--- src/rtl/slow_pwr_pkg.sv ---
package slow_pwr_pkg;

    typedef enum logic [3:0] {
        SEQ_RESET     = 4'd0,
        SEQ_LOWPWR    = 4'd1,
        SEQ_MAIN_ON   = 4'd2,
        SEQ_CLK_ON    = 4'd3,
        SEQ_REL_CLAMP = 4'd4,
        SEQ_REQ_UP    = 4'd5,
        SEQ_IDLE      = 4'd6,
        SEQ_ACK_DOWN  = 4'd7,
        SEQ_CLAMP_ON  = 4'd8,
        SEQ_CLK_OFF   = 4'd9,
        SEQ_MAIN_OFF  = 4'd10
    } seq_state_e;

endpackage

--- src/rtl/slow_pwr_sync.sv ---
module slow_pwr_sync #(
    parameter int WIDTH  = 1,
    parameter int STAGES = 2
) (
    input  logic             clk_i,
    input  logic             rst_ni,
    input  logic [WIDTH-1:0] async_i,
    output logic [WIDTH-1:0] sync_o
);
    logic [WIDTH-1:0] stage_q [STAGES];

    always_ff @(posedge clk_i or negedge rst_ni) begin
        if (!rst_ni) begin
            for (int k = 0; k < STAGES; k++) begin
                stage_q[k] <= '0;
            end
        end else begin
            stage_q[0] <= async_i;
            for (int k = 1; k < STAGES; k++) begin
                stage_q[k] <= stage_q[k-1];
            end
        end
    end

    assign sync_o = stage_q[STAGES-1];
endmodule

--- src/rtl/slow_pwr_clk_sel.sv ---
module slow_pwr_clk_sel #(
    parameter int                NUM_CLKS      = 3,
    parameter logic [NUM_CLKS-1:0] ACT_CTRL_MASK = 3'b100
) (
    input  logic [NUM_CLKS-1:0] ctrl_act_i,
    input  logic [NUM_CLKS-1:0] clk_en_i,
    input  logic [NUM_CLKS-1:0] clk_val_i,
    output logic [NUM_CLKS-1:0] act_vec_o,
    output logic                all_up_o,
    output logic                all_down_o
);
    logic [NUM_CLKS-1:0] up_ok;
    logic [NUM_CLKS-1:0] down_ok;

    for (genvar g = 0; g < NUM_CLKS; g++) begin : g_clk
        // Clocks outside the mask are forced on when active.
        assign act_vec_o[g] = ctrl_act_i[g] | ~ACT_CTRL_MASK[g];
        // An enabled clock must report valid; a disabled one must report stopped.
        assign up_ok[g]     = clk_val_i[g] | ~clk_en_i[g];
        assign down_ok[g]   = ~clk_val_i[g] | clk_en_i[g];
    end

    assign all_up_o   = &up_ok;
    assign all_down_o = &down_ok;
endmodule

--- src/rtl/slow_pwr_seq.sv ---
module slow_pwr_seq
    import slow_pwr_pkg::*;
#(
    parameter int                  NUM_CLKS      = 3,
    parameter logic [NUM_CLKS-1:0] ACT_CTRL_MASK = 3'b100,
    parameter int                  SYNC_STAGES   = 2
) (
    input  logic                clk_i,
    input  logic                rst_ni,
    input  logic [NUM_CLKS-1:0] ctrl_lp_clk_en_i,
    input  logic [NUM_CLKS-1:0] ctrl_act_clk_en_i,
    input  logic                ctrl_main_pd_n_i,
    input  logic                lp_req_i,
    input  logic                wake_i,
    input  logic                fast_ack_i,
    input  logic [NUM_CLKS-1:0] clk_val_i,
    input  logic                main_pok_i,
    output logic [NUM_CLKS-1:0] clk_en_o,
    output logic                main_pd_n_o,
    output logic                clamp_en_o,
    output logic                clamp_o,
    output logic                pwrup_req_o
);
    localparam int SYNC_W = NUM_CLKS + 2;

    typedef struct packed {
        seq_state_e          st;
        logic [NUM_CLKS-1:0] clk_en;
        logic                main_pd_n;
        logic                clamp_en;
        logic                clamp;
        logic                req;
    } seq_regs_t;

    seq_regs_t seq_d, seq_q;

    logic [SYNC_W-1:0]   sync_out;
    logic [NUM_CLKS-1:0] val_s;
    logic                pok_s;
    logic                ack_s;
    logic [NUM_CLKS-1:0] act_vec;
    logic                clks_up;
    logic                clks_down;

    slow_pwr_sync #(
        .WIDTH  (SYNC_W),
        .STAGES (SYNC_STAGES)
    ) u_sync (
        .clk_i   (clk_i),
        .rst_ni  (rst_ni),
        .async_i ({clk_val_i, main_pok_i, fast_ack_i}),
        .sync_o  (sync_out)
    );

    assign val_s = sync_out[SYNC_W-1:2];
    assign pok_s = sync_out[1];
    assign ack_s = sync_out[0];

    slow_pwr_clk_sel #(
        .NUM_CLKS      (NUM_CLKS),
        .ACT_CTRL_MASK (ACT_CTRL_MASK)
    ) u_clk_sel (
        .ctrl_act_i (ctrl_act_clk_en_i),
        .clk_en_i   (seq_q.clk_en),
        .clk_val_i  (val_s),
        .act_vec_o  (act_vec),
        .all_up_o   (clks_up),
        .all_down_o (clks_down)
    );

    always_comb begin
        seq_d = seq_q;
        unique case (seq_q.st)
            SEQ_RESET: begin
                seq_d.st        = SEQ_MAIN_ON;
                seq_d.main_pd_n = 1'b1;
            end
            SEQ_LOWPWR: begin
                if (wake_i) begin
                    seq_d.st        = SEQ_MAIN_ON;
                    seq_d.main_pd_n = 1'b1;
                end
            end
            SEQ_MAIN_ON: begin
                if (pok_s) begin
                    seq_d.st     = SEQ_CLK_ON;
                    seq_d.clk_en = act_vec;
                end
            end
            SEQ_CLK_ON: begin
                if (clks_up) begin
                    seq_d.st       = SEQ_REL_CLAMP;
                    seq_d.clamp_en = 1'b0;
                end
            end
            SEQ_REL_CLAMP: begin
                seq_d.st    = SEQ_REQ_UP;
                seq_d.clamp = 1'b0;
                seq_d.req   = 1'b1;
            end
            SEQ_REQ_UP: begin
                if (ack_s) begin
                    seq_d.st = SEQ_IDLE;
                end
            end
            SEQ_IDLE: begin
                if (lp_req_i) begin
                    seq_d.st  = SEQ_ACK_DOWN;
                    seq_d.req = 1'b0;
                end
            end
            SEQ_ACK_DOWN: begin
                if (!ack_s) begin
                    seq_d.st       = SEQ_CLAMP_ON;
                    seq_d.clamp_en = 1'b1;
                    seq_d.clk_en   = ctrl_lp_clk_en_i;
                end
            end
            SEQ_CLAMP_ON: begin
                seq_d.st    = SEQ_CLK_OFF;
                seq_d.clamp = 1'b1;
            end
            SEQ_CLK_OFF: begin
                if (clks_down) begin
                    seq_d.st        = SEQ_MAIN_OFF;
                    seq_d.main_pd_n = ctrl_main_pd_n_i;
                end
            end
            SEQ_MAIN_OFF: begin
                if (pok_s == seq_q.main_pd_n) begin
                    seq_d.st = SEQ_LOWPWR;
                end
            end
            default: begin
                seq_d.st = SEQ_RESET;
            end
        endcase
    end

    always_ff @(posedge clk_i or negedge rst_ni) begin
        if (!rst_ni) begin
            seq_q.st        <= SEQ_RESET;
            seq_q.clk_en    <= '0;
            seq_q.main_pd_n <= 1'b0;
            seq_q.clamp_en  <= 1'b1;
            seq_q.clamp     <= 1'b1;
            seq_q.req       <= 1'b0;
        end else begin
            seq_q <= seq_d;
        end
    end

    assign clk_en_o    = seq_q.clk_en;
    assign main_pd_n_o = seq_q.main_pd_n;
    assign clamp_en_o  = seq_q.clamp_en;
    assign clamp_o     = seq_q.clamp;
    assign pwrup_req_o = seq_q.req;

    AST_CLAMP_SET_ORDER: assert property (@(posedge clk_i) disable iff (!rst_ni)
        $rose(clamp_o) |-> ($past(clamp_en_o) && clamp_en_o));
    AST_CLAMP_CLR_ORDER: assert property (@(posedge clk_i) disable iff (!rst_ni)
        $fell(clamp_o) |-> (!$past(clamp_en_o) && !clamp_en_o));
    AST_REQ_CLKS_ON: assert property (@(posedge clk_i) disable iff (!rst_ni)
        $rose(pwrup_req_o) |-> ((clk_en_o | ACT_CTRL_MASK) == {NUM_CLKS{1'b1}}));
    AST_REQ_SUPPLY_ON: assert property (@(posedge clk_i) disable iff (!rst_ni)
        pwrup_req_o |-> (main_pd_n_o && !clamp_o));
    AST_POK_GATES_UP: assert property (@(posedge clk_i) disable iff (!rst_ni)
        (seq_q.st == SEQ_MAIN_ON && !pok_s) |=> ($stable(clk_en_o) && !pwrup_req_o));
    AST_ACK_GATES_CLAMP: assert property (@(posedge clk_i) disable iff (!rst_ni)
        (seq_q.st == SEQ_ACK_DOWN && ack_s) |=> $stable(clamp_en_o));
    AST_LP_ENABLES: assert property (@(posedge clk_i) disable iff (!rst_ni)
        $rose(clamp_en_o) |-> (clk_en_o == $past(ctrl_lp_clk_en_i)));
endmodule

--- config.mk ---
export PLATFORM = sky130hd
export DESIGN_NAME = slow_pwr_seq
export DESIGN_NICKNAME = d
export VERILOG_FILES = /design/src/rtl/slow_pwr_pkg.sv /design/src/rtl/slow_pwr_sync.sv /design/src/rtl/slow_pwr_clk_sel.sv /design/src/rtl/slow_pwr_seq.sv
export SDC_FILE = /design/constraint.sdc
export NUM_CORES = 1
export LEC_CHECK = 0
export ABC_AREA = 1
export ABC_CLOCK_PERIOD_IN_PS = 3200
export BUFFER_PORTS_ARGS = -buffer_cell sky130_fd_sc_hd__buf_2
export CAP_MARGIN = 10
export CELL_PAD_IN_SITES_DETAIL_PLACEMENT = 1
export CELL_PAD_IN_SITES_GLOBAL_PLACEMENT = 1
export CORE_MARGIN = 2
export CORE_UTILIZATION = 25
export CTS_CLUSTER_SIZE = 8
export DETAILED_ROUTE_END_ITERATION = 10
export GPL_TIMING_DRIVEN = 0
export PLACE_DENSITY = 0.52
export SYNTH_ARGS = -nofsm -noshare
export SYNTH_HDL_FRONTEND = slang
export SYNTH_HIERARCHICAL = 1
export SYNTH_SLANG_ARGS = --single-unit
--- constraint.sdc ---
create_clock -name clk_i -period 3.2 [get_ports clk_i]
set_clock_uncertainty 0.15 [all_clocks]
set_input_delay 0.64 -clock clk_i [delete_from_list [all_inputs] [get_ports clk_i]]
set_output_delay 0.64 -clock clk_i [all_outputs]
set_load 0.01 [all_outputs]
==> summary.txt, run 1 <==
Run status
  • Outcome: finished clean

Synthesis
  • YS warnings: 6
  • Dominant cells by area after synthesis: dfrtp_1, nand2_1, buf_4, inv_1, nand3_1
  • Synth Register Bits: 21
  • Post-Synth Simple-Gate Area: 31.0%
  • Area fraction in compound gates after synthesis: 5.84%
  • Multiplexer area fraction after synthesis: 0%
  • Number of synthesized flops with an enable pin: 0
  • Post-Synthesis Cells: 147
  • Main flop type after synthesis: dfrtp_1
  • Top post-synthesis cells by count: nand2_1, inv_1, dfrtp_1
  • Area share of fa/ha/maj cells after synthesis: 0%
  • Top-count cell post-synth: nand2_1
  • Asr flop ratio synth: 100%
  • Mean Syn Cell Area: 7.87 um2
  • Share of the yosys chip area belonging to registers: 45.6%
  • Largest family of logic cells by synthesized area: simple AND/OR/NAND/NOR gates
  • Synth area leader: dfrtp_1
  • Syn Std Cell Area: about 1200 um2
  • Synth Area in XOR/XNOR: 0%
  • Area share of the largest cell type after synthesis: 41.1%
  • Synth cell types: 21

Floorplanning
  • Full die area: 5190 um2
  • Die width: roughly 72 um
  • Std cell rows: 24
  • Height of the die: 72.0 um
  • Top Ports: 23
  • Initial Util: 26.2%
  • CORE AREA: between 4000 and 5000 um2

GRT
  • Global route hottest layer: met2
  • Global route overflow: 0
  • Vias in the first global route: ~1000
  • Largest net degree at the start of global routing: 22
  • GRT met3 Usage: roughly 2.4%
  • Global-route wire length before repair: approximately 4500 um
  • Met1 Use GR: 14.3%
  • Tot GR Track Use: 11.2%
  • Met2 usage: 18.5%
  • Initial antenna violation count: 0

Final layout
  • Cell area after layout: approximately 1400 um2
  • Total Nets Final: 188
  • Sequential Area: 528 um2
  • Layout Area Growth over Synthesis: 18.4%
  • # diodes: 0
  • Layout cells sized above 1: 31.0%
  • Fillers: roughly 560
  • Area of the multi-input gates: ~430 um2

Timing
  • Fmax: 571 MHz
  • Final Slew Violations: 0
  • Setup_tns: 0 ps
  • Final min period: around 1800 ps
  • Final period util: 54.8%
  • RSZ-0062 raised after global routing: no
  • Setup violations, final: 0
  • Hold WS: 169 ps
  • Hold Violations, Final: 0

Placed design
  • Hpwl dp: 2010 um
  • Cell Area, Placed: 1320 um2
  • PortBufs: 19
  • Placer Congestion: 0.806

Clock network
  • Clock Latency Late Sink: approximately 270 ps
  • CTS tree: built
  • Total clock sinks: 21
  • CTS Buf Count: 3
  • Longest Clk Path Bufs: 2
  • Setup bufs post-CTS: 0
  • Htree depth: 1
  • Clk slew on worst S/H paths: 90 ps
  • Hold_buf cts: 0
  • Resized cells post-CTS: 0
  • Clk root buf: clkbuf_8

Critical path
  • WP data required: roughly 2400 ps
  • Slowest library cell on the worst path: dfrtp_1
  • Crit-path cells: buf_4, buf_2
  • CP Launch Type: flip-flop
  • CP Max Fanout: 4
  • Setup CP Type: reg2out
  • Max incr delay on CP: 430 ps
  • CP arrival: 960 ps
  • CP endpoint kind: output pin

Worst hold path
  • HP Class: in2async

Drt
  • Routed wire per std cell: 11.5 um
  • Drt total wl: 2560 um
  • Initial drt markers: 59
  • DR DRC count: 0
  • TritonRoute pass-1 iters: 3
  • Via-per-instance ratio: 4.28
  • Post-route ant nets: 0
  • Routed vias: 954

Pwr
  • Power Dens Cells: slightly below 900 nW/um2
  • Leakage: 0.000734 uW
  • Maximum vdd drop: 236 uV
  • Overall Power: 1190 uW

Job
  • Max Cap Violations: 0
critical path, delay by kind of cell (launching register included):
family,cells,cell delay [ps]
DFF,1,430
buffers and inverters,2,260
flip-flops by register name, summed over array words and instances, names as in the netlist:
| name | cells |
|---|---|
| u_sync/stage_q | 5 |
| u_sync/sync_o | 5 |
| seq_q | 4 |
| clk_en_o | 3 |
| clamp_en_o | 1 |
| clamp_o | 1 |
| main_pd_n_o | 1 |
| pwrup_req_o | 1 |
power by group:
part | total (uW) | leakage (uW) | switching, uW | internal, uW
clock | 188 | 0.0000217 | 99.7 | 88.2
sequential | 387 | 0.000241 | 44.8 | 342
combinational | 612 | 0.000471 | 379 | 233
total | 1190 | 0.000734 | 523 | 664
kinds of logic (layout without fill, tap and decap cells):
kind of cell,after synthesis,count (layout)
compound gates,12,12
buf+inv,38,61
flops,21,21
other cells,1,2
simple gates,75,75
path summary, 6_finish.rpt:
| path | depth (start not counted) | from | to | slack (ps) |
|---|---|---|---|---|
| min | 1 | rst_ni | main_pd_n_o | 170 |
| max in group asynchronous | 1 | rst_ni | clamp_en_o | 2380 |
| min reg2reg | 0 | u_sync/stage_q[9] | u_sync/sync_o[4] | 200 |
| max | 2 | clk_en_o[1] | clk_en_o[1] | 1450 |
| max reg2reg | 11 | u_sync/sync_o[3] | seq_q[8] | 1600 |
| min in group clk_i | 0 | u_sync/stage_q[9] | u_sync/sync_o[4] | 200 |
layout make-up:
class | instances | area share, %
flip-flops and latches | 21 | 38.5
plain buffers | 14 | 7.95
multi-input cells | 89 | 31.7
clock buffers | 3 | 3.01
repair buffers | 19 | 6.94
clock inverters | 1 | 0.548
inverters | 24 | 6.58
well taps | 52 | 4.75
placed cells by master, fill, tap and decap left out, types with 2 or more instances in the layout:
master,synthesis,layout
nor2_1,16,16
dfrtp_1,19,19
inv_1,22,22
nand3_1,14,14
nor3_1,3,3
dfstp_2,2,2
nand2_2,5,5
buf_2,0,19
nand2_1,30,30
a21oi_1,2,2
inv_2,2,2
clkbuf_8,0,3
nor2_2,3,3
o21ai_0,5,5
a31oi_1,3,3
buf_4,13,13
conb_1,1,2
nand3_2,2,2
through the flow:
stage	setup WS, ps	util (%)	std cells
after global routing	1400	31.0	223
after floorplan	1780	-	148
after CTS	1420	31.0	223
final	1450	31.0	223
after global placement	1600	29.9	219
after detailed placement	1570	29.9	219
routing by layer:
layer | share of wire (%) | vias up
met5 | 0 | -
li1 | - | 488
met2 | 48 | 15
met4 | 1.9 | 0
met3 | 3.3 | 5
met1 | 47 | 446
Note: power is estimated with default switching activity, not from simulation.
==> inputs of run 2 (changes only) <==
--- a/config.mk
+++ b/config.mk
@@ -6,7 +6,7 @@
 export NUM_CORES = 1
 export LEC_CHECK = 0
 export ABC_AREA = 1
-export ABC_CLOCK_PERIOD_IN_PS = 3200
+export ABC_CLOCK_PERIOD_IN_PS = 1700
 export BUFFER_PORTS_ARGS = -buffer_cell sky130_fd_sc_hd__buf_2
 export CAP_MARGIN = 10
 export CELL_PAD_IN_SITES_DETAIL_PLACEMENT = 1
==> constraint.sdc (replaced) <==
create_clock -name clk_i -period 1.7 [get_ports clk_i]
set_clock_uncertainty 0.15 [all_clocks]
set_input_delay 0.34 -clock clk_i [delete_from_list [all_inputs] [get_ports clk_i]]
set_output_delay 0.34 -clock clk_i [all_outputs]
set_load 0.01 [all_outputs]
==> summary.txt, run 2 (same netlist as run 1, synthesis figures left out) <==
Floorplanning
  • Full die area: 5190 um2 (unchanged)
  • Top Ports: 23 (unchanged)
  • Height of the die: 72.0 um (unchanged)
  • CORE AREA: 4410 um2 (unchanged)
  • Initial Util: 26.2% (unchanged)
  • Std cell rows: 24 (unchanged)
  • Die width: 72.0 um (unchanged)

Pwr
  • Power Dens Cells: 1620 nW/um2 (was 866 nW/um2)
  • Overall Power: 2250 uW (was 1190 uW)
  • Leakage: 0.000739 uW (was 0.000734 uW)
  • Maximum vdd drop: 442 uV (was 236 uV)

Timing
  • Setup_tns: 0 ps (unchanged)
  • RSZ-0062 raised after global routing: no (unchanged)
  • Hold Violations, Final: 0 (unchanged)
  • Setup violations, final: 0 (unchanged)
  • Final period util: 89.5%
  • Final Slew Violations: 0 (unchanged)
  • Fmax: between 600 and 700 MHz
  • Final min period: 1520 ps

Drt
  • Routed wire per std cell: 11.4 um (was 11.5 um)
  • Routed vias: 961 (was 954)
  • Via-per-instance ratio: 4.29 (was 4.28)
  • Post-route ant nets: 0 (unchanged)
  • TritonRoute pass-1 iters: 4 (was 3)
  • DR DRC count: 0 (unchanged)
  • Drt total wl: 2550 um (was 2560 um)
  • Initial drt markers: 48 (was 59)

GRT
  • Global route overflow: 0 (unchanged)
  • Initial antenna violation count: 0 (unchanged)
  • Global-route wire length before repair: 4470 um (unchanged)
  • Vias in the first global route: 999 (was 997)
  • Largest net degree at the start of global routing: 22 (unchanged)
  • Tot GR Track Use: 11.2% (unchanged)

Run status
  • Outcome: finished clean (unchanged)

Critical path
  • Max incr delay on CP: 430 ps (about the same)
  • CP Max Fanout: 5 (was 4)
  • CP most frequent cell: nand2_1
  • CP endpoint kind: flip-flop (was output pin)
  • CP Launch Type: flip-flop (unchanged)
  • CP arrival: 1540 ps (was 960 ps)
  • Setup CP Type: reg2reg (was reg2out)
  • WP data required: 1720 ps (was 2410 ps)
  • Crit-path cells: nand2_1, nand2_1, nor2_1, inv_1, nand3_1, nand2_1, nor2_4, nand2_2, nand2_1, nand2_1 (was buf_4, buf_2)
  • Slowest library cell on the worst path: dfrtp_1 (unchanged)

Clock network
  • Setup bufs post-CTS: 0 (unchanged)
  • CTS tree: built (unchanged)
  • Clk root buf: clkbuf_8 (unchanged)
  • Clk slew on worst S/H paths: 90 ps (about the same)
  • Htree depth: 1 (unchanged)
  • CTS Buf Count: 3 (unchanged)
  • Longest Clk Path Bufs: 2 (unchanged)
  • Clock Latency Late Sink: 270 ps (about the same)
  • Total clock sinks: 21 (unchanged)

Placed design
  • Hpwl dp: 2010 um (unchanged)
  • PortBufs: 19 (unchanged)
  • Placer Congestion: 0.806 (unchanged)

Final layout
  • Total Nets Final: 189 (was 188)
  • Layout Area Growth over Synthesis: 20.3% (was 18.4%)
  • Most common cell after layout, fill and taps aside: nand2_1 (unchanged)
  • # diodes: 0 (unchanged)
  • Finished Core Util: 31.5% (was 31.0%)
  • Most frequent cells in the layout: nand2_1, inv_1, dfrtp_1, buf_2, nor2_1 (unchanged)
  • Layout cells sized above 1: 32.0% (was 31.0%)

Worst hold path
  • HP Class: in2reg (was in2async)

Job
  • Max Cap Violations: 0 (unchanged)
## run 2: area by class of cell
cell class	count	area (um2)
fillers	561	3020
clock buffers	3	41.3
clock inverters	1	7.51
repair buffers	20	105
multi-input cells	89	447
plain buffers	14	109
well taps	52	65.1
inverters	24	90.1
flip-flops and latches	21	528
## run 2: what timing repair did
action / CTS / global route
hold buffers: 1 / 0
gates resized for setup: 0 / 3
endpoints found under the setup margin: 0 / 3
hold endpoints to repair: 19 / 0
## run 2: critical path, delay by kind of cell (launching register included)
family | cells | cell delay (ps)
buf+inv | 1 | 60
flops | 1 | 430
simple gates | 9 | 790
## run 2: through the flow
stage | setup WS, ps | cell area (um2) | instances | hold WS (ps)
after floorplan | 285 | 1160 | 148 | -106
after global placement | 111 | 1320 | 219 | 180
after detailed placement | 88.3 | 1320 | 219 | 185
after CTS | 58.4 | 1380 | 224 | 5.46
after global routing | 17.8 | 1390 | 224 | 5.50
final | 178 | 1390 | 224 | 20.6
## run 2: worst paths after layout
path                                   start                 to  slack (ps)  cells after the start
max                              clk_en_o[1]           seq_q[8]         180                     10
max reg2reg                      clk_en_o[1]           seq_q[8]         180                     10
min reg2reg                u_sync/stage_q[9]   u_sync/sync_o[4]         200                      0
min in group asynchronous             rst_ni        main_pd_n_o         410                      2
min                               main_pok_i  u_sync/stage_q[6]          20                      1
max in group asynchronous             rst_ni         clamp_en_o         640                      2
## run 2: power by group
group          internal (uW)  leakage, uW  switching (uW)
registers                645     0.000241            84.5
clock network            166    0.0000217             186
logic                    449     0.000476             723
## run 2: layer usage
metal  up-vias  GRT usage (%)  routed length [um]  part of all wire, %
met5         -              0                   0                    0
met4         0           4.40                  49                  1.9
met3         5           2.36                  88                  3.4
met1       452           14.3                1190                   47
li1        489              -                   -                    -
met2        15           18.5                1220                   48
